### config.mk
export PLATFORM = sky130hd
export DESIGN_NAME = act_window_limiter
export DESIGN_NICKNAME = d
export VERILOG_FILES = /design/src/rtl/act_win_pkg.sv /design/src/rtl/act_win_dpath.sv /design/src/rtl/act_win_ctrl.sv /design/src/rtl/act_window_limiter.sv
export SDC_FILE = /design/constraint.sdc
export NUM_CORES = 1
export LEC_CHECK = 0
export ABC_AREA = 1
export BUFFER_PORTS_ARGS = -buffer_cell sky130_fd_sc_hd__buf_2
export CAP_MARGIN = 20
export CORE_MARGIN = 3
export CORE_UTILIZATION = 55
export CTS_BUF_LIST = sky130_fd_sc_hd__clkbuf_16
export DETAILED_ROUTE_END_ITERATION = 8
export PLACE_DENSITY = 0.72
export SYNTH_ARGS = -nofsm -noshare
export SYNTH_HDL_FRONTEND = slang
export SYNTH_HIERARCHICAL = 1
export SYNTH_SLANG_ARGS = --single-unit
### constraint.sdc
create_clock -name clk -period 8.3 [get_ports clk]
set_clock_uncertainty 0.2 [all_clocks]
set_input_delay 0.83 -clock clk [delete_from_list [all_inputs] [get_ports clk]]
set_output_delay 0.83 -clock clk [all_outputs]
set_load 0.01 [all_outputs]
### src/rtl/act_win_pkg.sv
package act_win_pkg;
  localparam int HIST_DEPTH = 4;
  localparam int SLOT_W = $clog2(HIST_DEPTH);

  typedef struct packed {
    logic              push;
    logic [SLOT_W-1:0] slot;
  } histCtrl_t;
endpackage

### src/rtl/act_win_dpath.sv
module act_win_dpath
  import act_win_pkg::*;
#(
  parameter int WIN_W = 8
) (
  input  logic          clk,
  input  logic          rstN,
  input  histCtrl_t     hist,
  output logic          oldestValid,
  output logic [WIN_W:0] oldestAge
);
  localparam int TS_W = WIN_W + 1;
  localparam logic [TS_W-1:0] RETIRE_AGE = TS_W'((1 << WIN_W) - 1);

  logic [TS_W-1:0] nowTs;
  logic [TS_W-1:0] stamp [HIST_DEPTH];
  logic [HIST_DEPTH-1:0] entryValid;

  always_ff @(posedge clk) begin
    if (!rstN) nowTs <= '0;
    else       nowTs <= nowTs + 1'b1;
  end

  // Entries retire just before their age could wrap the timestamp range.
  always_ff @(posedge clk) begin
    if (!rstN) begin
      entryValid <= '0;
      for (int i = 0; i < HIST_DEPTH; i++) stamp[i] <= '0;
    end else begin
      for (int i = 0; i < HIST_DEPTH; i++) begin
        if (hist.push && hist.slot == SLOT_W'(i)) begin
          stamp[i]      <= nowTs;
          entryValid[i] <= 1'b1;
        end else if (entryValid[i] && (nowTs - stamp[i]) >= RETIRE_AGE) begin
          entryValid[i] <= 1'b0;
        end
      end
    end
  end

  assign oldestValid = entryValid[hist.slot];
  assign oldestAge   = nowTs - stamp[hist.slot];
endmodule

### src/rtl/act_win_ctrl.sv
module act_win_ctrl
  import act_win_pkg::*;
#(
  parameter int WIN_W    = 8,
  parameter int BUS_BUSY = 2
) (
  input  logic             clk,
  input  logic             rstN,
  input  logic [WIN_W-1:0] windowLen,
  input  logic             actIssued,
  input  logic             oldestValid,
  input  logic [WIN_W:0]   oldestAge,
  output histCtrl_t        hist,
  output logic             actAllowed,
  output logic             protoErr
);
  localparam int INERT_MAX = HIST_DEPTH * BUS_BUSY;
  localparam logic [WIN_W-1:0] INERT_LIM = WIN_W'(INERT_MAX);

  logic [SLOT_W-1:0] wrPtr;
  logic bypass;

  always_ff @(posedge clk) begin
    if (!rstN)          wrPtr <= '0;
    else if (actIssued) wrPtr <= wrPtr + 1'b1;
  end

  // The slot about to be overwritten holds the oldest of the four stamps.
  assign hist.push  = actIssued;
  assign hist.slot  = wrPtr;
  assign bypass     = (windowLen <= INERT_LIM);
  assign actAllowed = bypass || !oldestValid || (oldestAge >= {1'b0, windowLen});
  assign protoErr   = actIssued && !actAllowed;
endmodule

### src/rtl/act_window_limiter.sv
module act_window_limiter
  import act_win_pkg::*;
#(
  parameter int WIN_W    = 8,
  parameter int BUS_BUSY = 2
) (
  input  logic             clk,
  input  logic             rstN,
  input  logic [WIN_W-1:0] windowLen,
  input  logic             actIssued,
  output logic             actAllowed,
  output logic             protoErr
);
  histCtrl_t       hist;
  logic            oldestValid;
  logic [WIN_W:0]  oldestAge;

  act_win_ctrl #(.WIN_W(WIN_W), .BUS_BUSY(BUS_BUSY)) u_ctrl (
    .clk(clk), .rstN(rstN), .windowLen(windowLen), .actIssued(actIssued),
    .oldestValid(oldestValid), .oldestAge(oldestAge), .hist(hist),
    .actAllowed(actAllowed), .protoErr(protoErr)
  );

  act_win_dpath #(.WIN_W(WIN_W)) u_dpath (
    .clk(clk), .rstN(rstN), .hist(hist),
    .oldestValid(oldestValid), .oldestAge(oldestAge)
  );
endmodule

[Word-level counts from Yosys, hierarchy flattened]
Memories as Yosys holds them, arrays and structs flattened. A register that Yosys moved wholly into a read port is not among the register bits.
Cells that the tools add are included.
Widths: inputs -> output; s select.
Storage, ports and cells
  logic and storage cells: 75
  bits in writable memories: 36
  bits in registers: 15
  memories: 1
  latch bits: 0
  memory bits (read-only): 0
  input port bits: 11
Operators by class
  $lt $le $gt $ge: 7
  bitwise gates (word level): 4
  muxes and demuxes: 29
  equal/unequal tests: 3
  shift operators: 0
  $add $sub $neg: 7
  multipliers: 0
  divide/modulo/power cells: 0
  reduce and logical (&&, ||, !) cells: 18
Memory list
  u_dpath.stamp: words 4, bits a word 9, rd ports 5, clocked after Yosys merged registers in 1, wr ports 4, RTL line act_win_dpath.sv:16  | logic [TS_W-1:0] stamp [HIST_DEPTH];
Operators with widths (number)
  $sub 9x9->9: 5
  $ge 9x8->1 const B: 4
  $mux 9: 4
  $mux 1: 22
  $add 9x1->9 const B: 1
  $ge 9x8->1: 1
  $logic_and 1x1->1: 9
  $le 8x4->1 const B: 1
  $reduce_bool 2->1: 4
  $eq 2x2->1 const B: 2
  $mux 2: 2
  $or 1x1->1: 4
  $lt 2x3->1 const B: 1
  $add 2x1->2 const B: 1
  $bmux 1 s2: 1
  $eq 2x1->1 const B: 1
  $logic_not 1->1: 2
  $logic_not 2->1: 1
  $logic_or 1x1->1: 2

[Depth between registers and ports, before layout]
  depth after elaboration: 7
  depth in mapped cells: 21
  mapped depth without buffers: 20

[Hierarchy]
Netlist, hierarchy kept.
By module, submodules not included
  act_win_dpath: area an instance 3862.5 sq um, times used 1, cells each 493
  act_win_ctrl: area an instance 356.6 sq um, times used 1, cells each 59

[Worst setup path after synthesis]
No wires, ideal clock.
  kind: register to output
  start: reg u_ctrl.wrPtr[1]
  end: out protoErr
  path buffers: 1
  arrival time: 2718 ps
  stages on the path, launching flop included: 17
  path slack: 4552 ps
  required time: 7270 ps
  path through: dfxtp_1 nor2_2 buf_4 a22oi_1 nand2_1 ha_1 fa_1 o31ai_1 xor2_1 ha_1 nand2_1 nor2_1 nand2_1 nand3_1 nor2_2 nand2_2 nor2_2
On the way
  word-level cells in the longest chain between the ends: 7
Ends and longest elaborated chain
  start, declared: RTL line act_win_ctrl.sv:20  | logic [SLOT_W-1:0] wrPtr;
  start signal, assigned: RTL line act_win_ctrl.sv:25  | else if (actIssued) wrPtr <= wrPtr + 1'b1;
  $bmux 1 s2: RTL line act_win_dpath.sv:41  | assign oldestValid = entryValid[hist.slot];
  $mux 1 (implied by the code): RTL line act_win_dpath.sv:41
  $logic_not 1->1: RTL line act_win_ctrl.sv:32  | assign actAllowed = bypass || !oldestValid || (oldestAge >= {1'b0, windowLen});
  $logic_or 1x1->1 (2 in series): RTL line act_win_ctrl.sv:32
  net actAllowed: RTL line act_window_limiter.sv:11  | output logic actAllowed,
  $logic_not 1->1: RTL line act_win_ctrl.sv:33  | assign protoErr = actIssued && !actAllowed;
  $logic_and 1x1->1: RTL line act_win_ctrl.sv:33
  end, declared: RTL line act_window_limiter.sv:12  | output logic protoErr
The timed path passes the listed nets, and every way through them passes these cells. The select of a mux whose other input is x is not followed.

[Final worst setup path]
  start: reg u_ctrl.wrPtr[1]
  end: out protoErr
On the way
  word-level cells in the longest chain between the ends: 7
Ends and longest elaborated chain (RTL line)
  $bmux 1 s2: act_win_dpath.sv:41
  $mux 1 (implied by the code): act_win_dpath.sv:41
  $logic_not 1->1: act_win_ctrl.sv:32
  $logic_or 1x1->1 (2 in series): act_win_ctrl.sv:32
  $logic_not 1->1: act_win_ctrl.sv:33
  $logic_and 1x1->1: act_win_ctrl.sv:33
No other way between the ends. The select of a mux whose other input is x is not followed.

==> flow_summary.toml <==
[clock_network]
cts_hold_buf = 0
post_cts_resized = 0
clock_latency_ns = 0.28
cts.sinks = 51
cts_buffers = 5
htreeDepth = 2
postCtsSetupRepairBufs = 0
cts_root_buffer = "clkbuf_16"
clk_pin_slew_worst_paths_ns = 0.07
clockBufferDepth = 2
cts_tree = "built"

[placed_design]
dp_slack_ns = 4.22
routabilityCongestion = 0.916
place_area_sq_mm = 0.00439
io_buffers = 12
dp.cells = 661
place_hpwl_um = 8780

[synthesis]
syn-num-nets = 617
synthTopCellsByArea = "edfxtp_1 26%, ha_1 15%, nand2_1 10%, inv_1 8.2%, dfxtp_1 7.1%"
ys.flop_type = "edfxtp_1"
ys_ff_latch = 51
synth_top_cell_area_share_pct = 25.6
synth_seq_area_share_pct = 32.7
avgSynthCellArea_sq_um = 7.64
ys_warn_count = 6
synth_common_cells = "114 x nand2_1, 92 x inv_1, 73 x nor2_1"
yosysTopAreaCell = "edfxtp_1"
synth_area_sq_mm = 0.00422
synth_edf_count = 36
synthArstFlopShare_pct = 0
yosysMostFrequentCell = "nand2_1"
synthDistinctLibCells = 39
postSynthCellCount = 552

[worst_setup_path]
cp-end-kind = "output port"
cp_cell_sequence = "nand2_2 > inv_2 > a22oi_1 > nand2_1 > ha_1 > fa_1 > o21ai_0 > xor2_1 > ha_1 > nand2_1 > nor2_1 > nand2_1 > nand3_1 > nor2_2 > nand2_2 > nor2_2 > buf_2"
arrival_ns = 3.42
cpPeakStageDelay_ns = 0.44
cp.required_ns = 7.27
crit_fanout = 9
worst_path_most_repeated_cell = "nand2_1"
cp_slowest_cell = "fa_1"
worstSetupStartpoint = "u_ctrl/wrPtr[1]$_SDFFE_PN0P_"
cp-start-kind = "register"
worstSetupPathType = "reg -> out"
cp_num_buf_inv = 2
r2r_start = "u_dpath/nowTs[1]$_SDFF_PN0_"
critPathTopFamily = "adder cells"

[final_layout]
nets = 634
area_growth_syn_to_layout_pct = 7.62
final_util_pct = 61.9
multi_input_area_sq_mm = 0.00243
nFillCells = 663
stdcell_count = 669
final_area_sq_mm = 0.00454
drive_gt1_share_pct = 8.25
diodes = 0
ff_latch_area_sq_mm = 0.00138

[routing]
drtIter0Drc = 244
drc_errors = 0
routed_via_density = 5.42
detail-route-antenna-nets = 0
wl_um = 11000
wl_per_cell_um = 16.4
drt_first_pass_iters = 4
vias = 3624

[pwr]
leakagePower_nw = 2.16
vdd.ir_drop.worst_mv = 0.126
finalPower_uw = 681
p_per_area_mw_per_mm2 = 150

[sta]
whs_ns = 0.280
slew_headroom_pct = 44.6
tightest_slew_ns = 0.822
fin_setup_tns_ns = 0
hold_violations = 0
max_freq_ghz = 0.224
rsz0062_at_grt = "no"
setup_ws_ns = 3.85
period_needed_ns = 4.45
setup-violations-final = 0
fin_crit_sh_pct = 53.7
maxSlewViolCount = 0

[global_routing]
grt_pass1_wl_um = 17800
grt_start_max_net_pins = 23
antenna_found_initial = 0
grt_use_total_pct = 26.3
grt_pass1_vias = 3528
grt-ovfl-total = 0

[worst_hold_path]
hp-class = "reg -> reg"
hold_start = "u_dpath/nowTs[0]$_SDFF_PN0_"

[floorplanning]
core_area_sq_mm = 0.00733
initial_core_util_pct = 57.6
die_w_um = 93.6
io_pins = 13
rows = 31
dieHeight_um = 93.6
die_area_sq_mm = 0.00876

[run_status]
status = "finished, final reports clean"

[run]
maxCapViolCount = 0
[flip-flops by register name (all words and copies together), names as in the netlist]
register            flops
u_ctrl/wrPtr            2
u_dpath/nowTs           9
u_dpath/entryValid      4
u_dpath/stamp          36
[routing by layer]
layer	GRT usage [%]	share of wire [%]
met1	37.9	49
met5	0	0
met2	43.6	46
met3	3.54	4.8
met4	3.49	0.57
[worst register-to-register path, cell delays in order, from the launching register on]
cell     delay (ns)
dfxtp_1        0.60
inv_1          0.38
fa_1           0.57
nor2_1         0.10
nand2_1        0.06
nor2_1         0.11
nand3_1        0.09
nor2_1         0.10
nand4_1        0.09
nand3_1        0.09
nand2_1        0.04
[cell usage in the layout (no fill, tap or decap), types with 3 or more instances in the layout]
master	instances
nand3_1	23
nand2_1	114
nor2_1	73
nor2_2	4
clkbuf_16	5
a21oi_1	32
a221oi_1	6
a22oi_1	4
o21ai_0	18
inv_1	92
o22ai_1	6
buf_2	12
xnor2_1	6
nand3b_1	11
o21a_1	4
nand2_2	3
edfxtp_1	36
xor2_1	8
buf_4	4
nand3_2	4
inv_2	5
nor3_1	4
ha_1	49
nand4_1	11
dfxtp_1	15
fa_1	5
[cell families after synthesis]
family	after synthesis	share of synthesized area [%]
AND/OR/NAND/NOR	249	25.9
flip-flops	51	32.7
buffers and inverters	104	9.76
adder cells (fa/ha/maj)	54	16.9
AO/OA/AOI/OAI	80	11.8
XOR/XNOR	14	2.91
[worst paths after layout]
path	depth (start not counted)	slack, ns	to
hold / removal	1	0.28	u_dpath/nowTs[0]$_SDFF_PN0_
hold reg to reg	1	0.28	u_dpath/nowTs[0]$_SDFF_PN0_
setup / recovery	17	3.85	protoErr
setup reg to reg	10	5.76	u_dpath/entryValid[3]$_SDFFE_PN0P_
[area by class of cell]
class	count	area share, %
clock inverter	3	0.524
clock buffer	5	2.76
tap	99	2.73
sequential	51	30.4
timing repair buffer	16	1.98
inverter	98	8.16
multi-input combinational	397	53.4
[power breakdown]
part | leakage, nW | switching, mW | internal [mW]
sequential | 0.501 | 0.0121 | 0.284
combinational | 1.59 | 0.111 | 0.0708
clock | 0.0717 | 0.0898 | 0.113
total | 2.16 | 0.213 | 0.468
(Power assumes the default switching activity.)
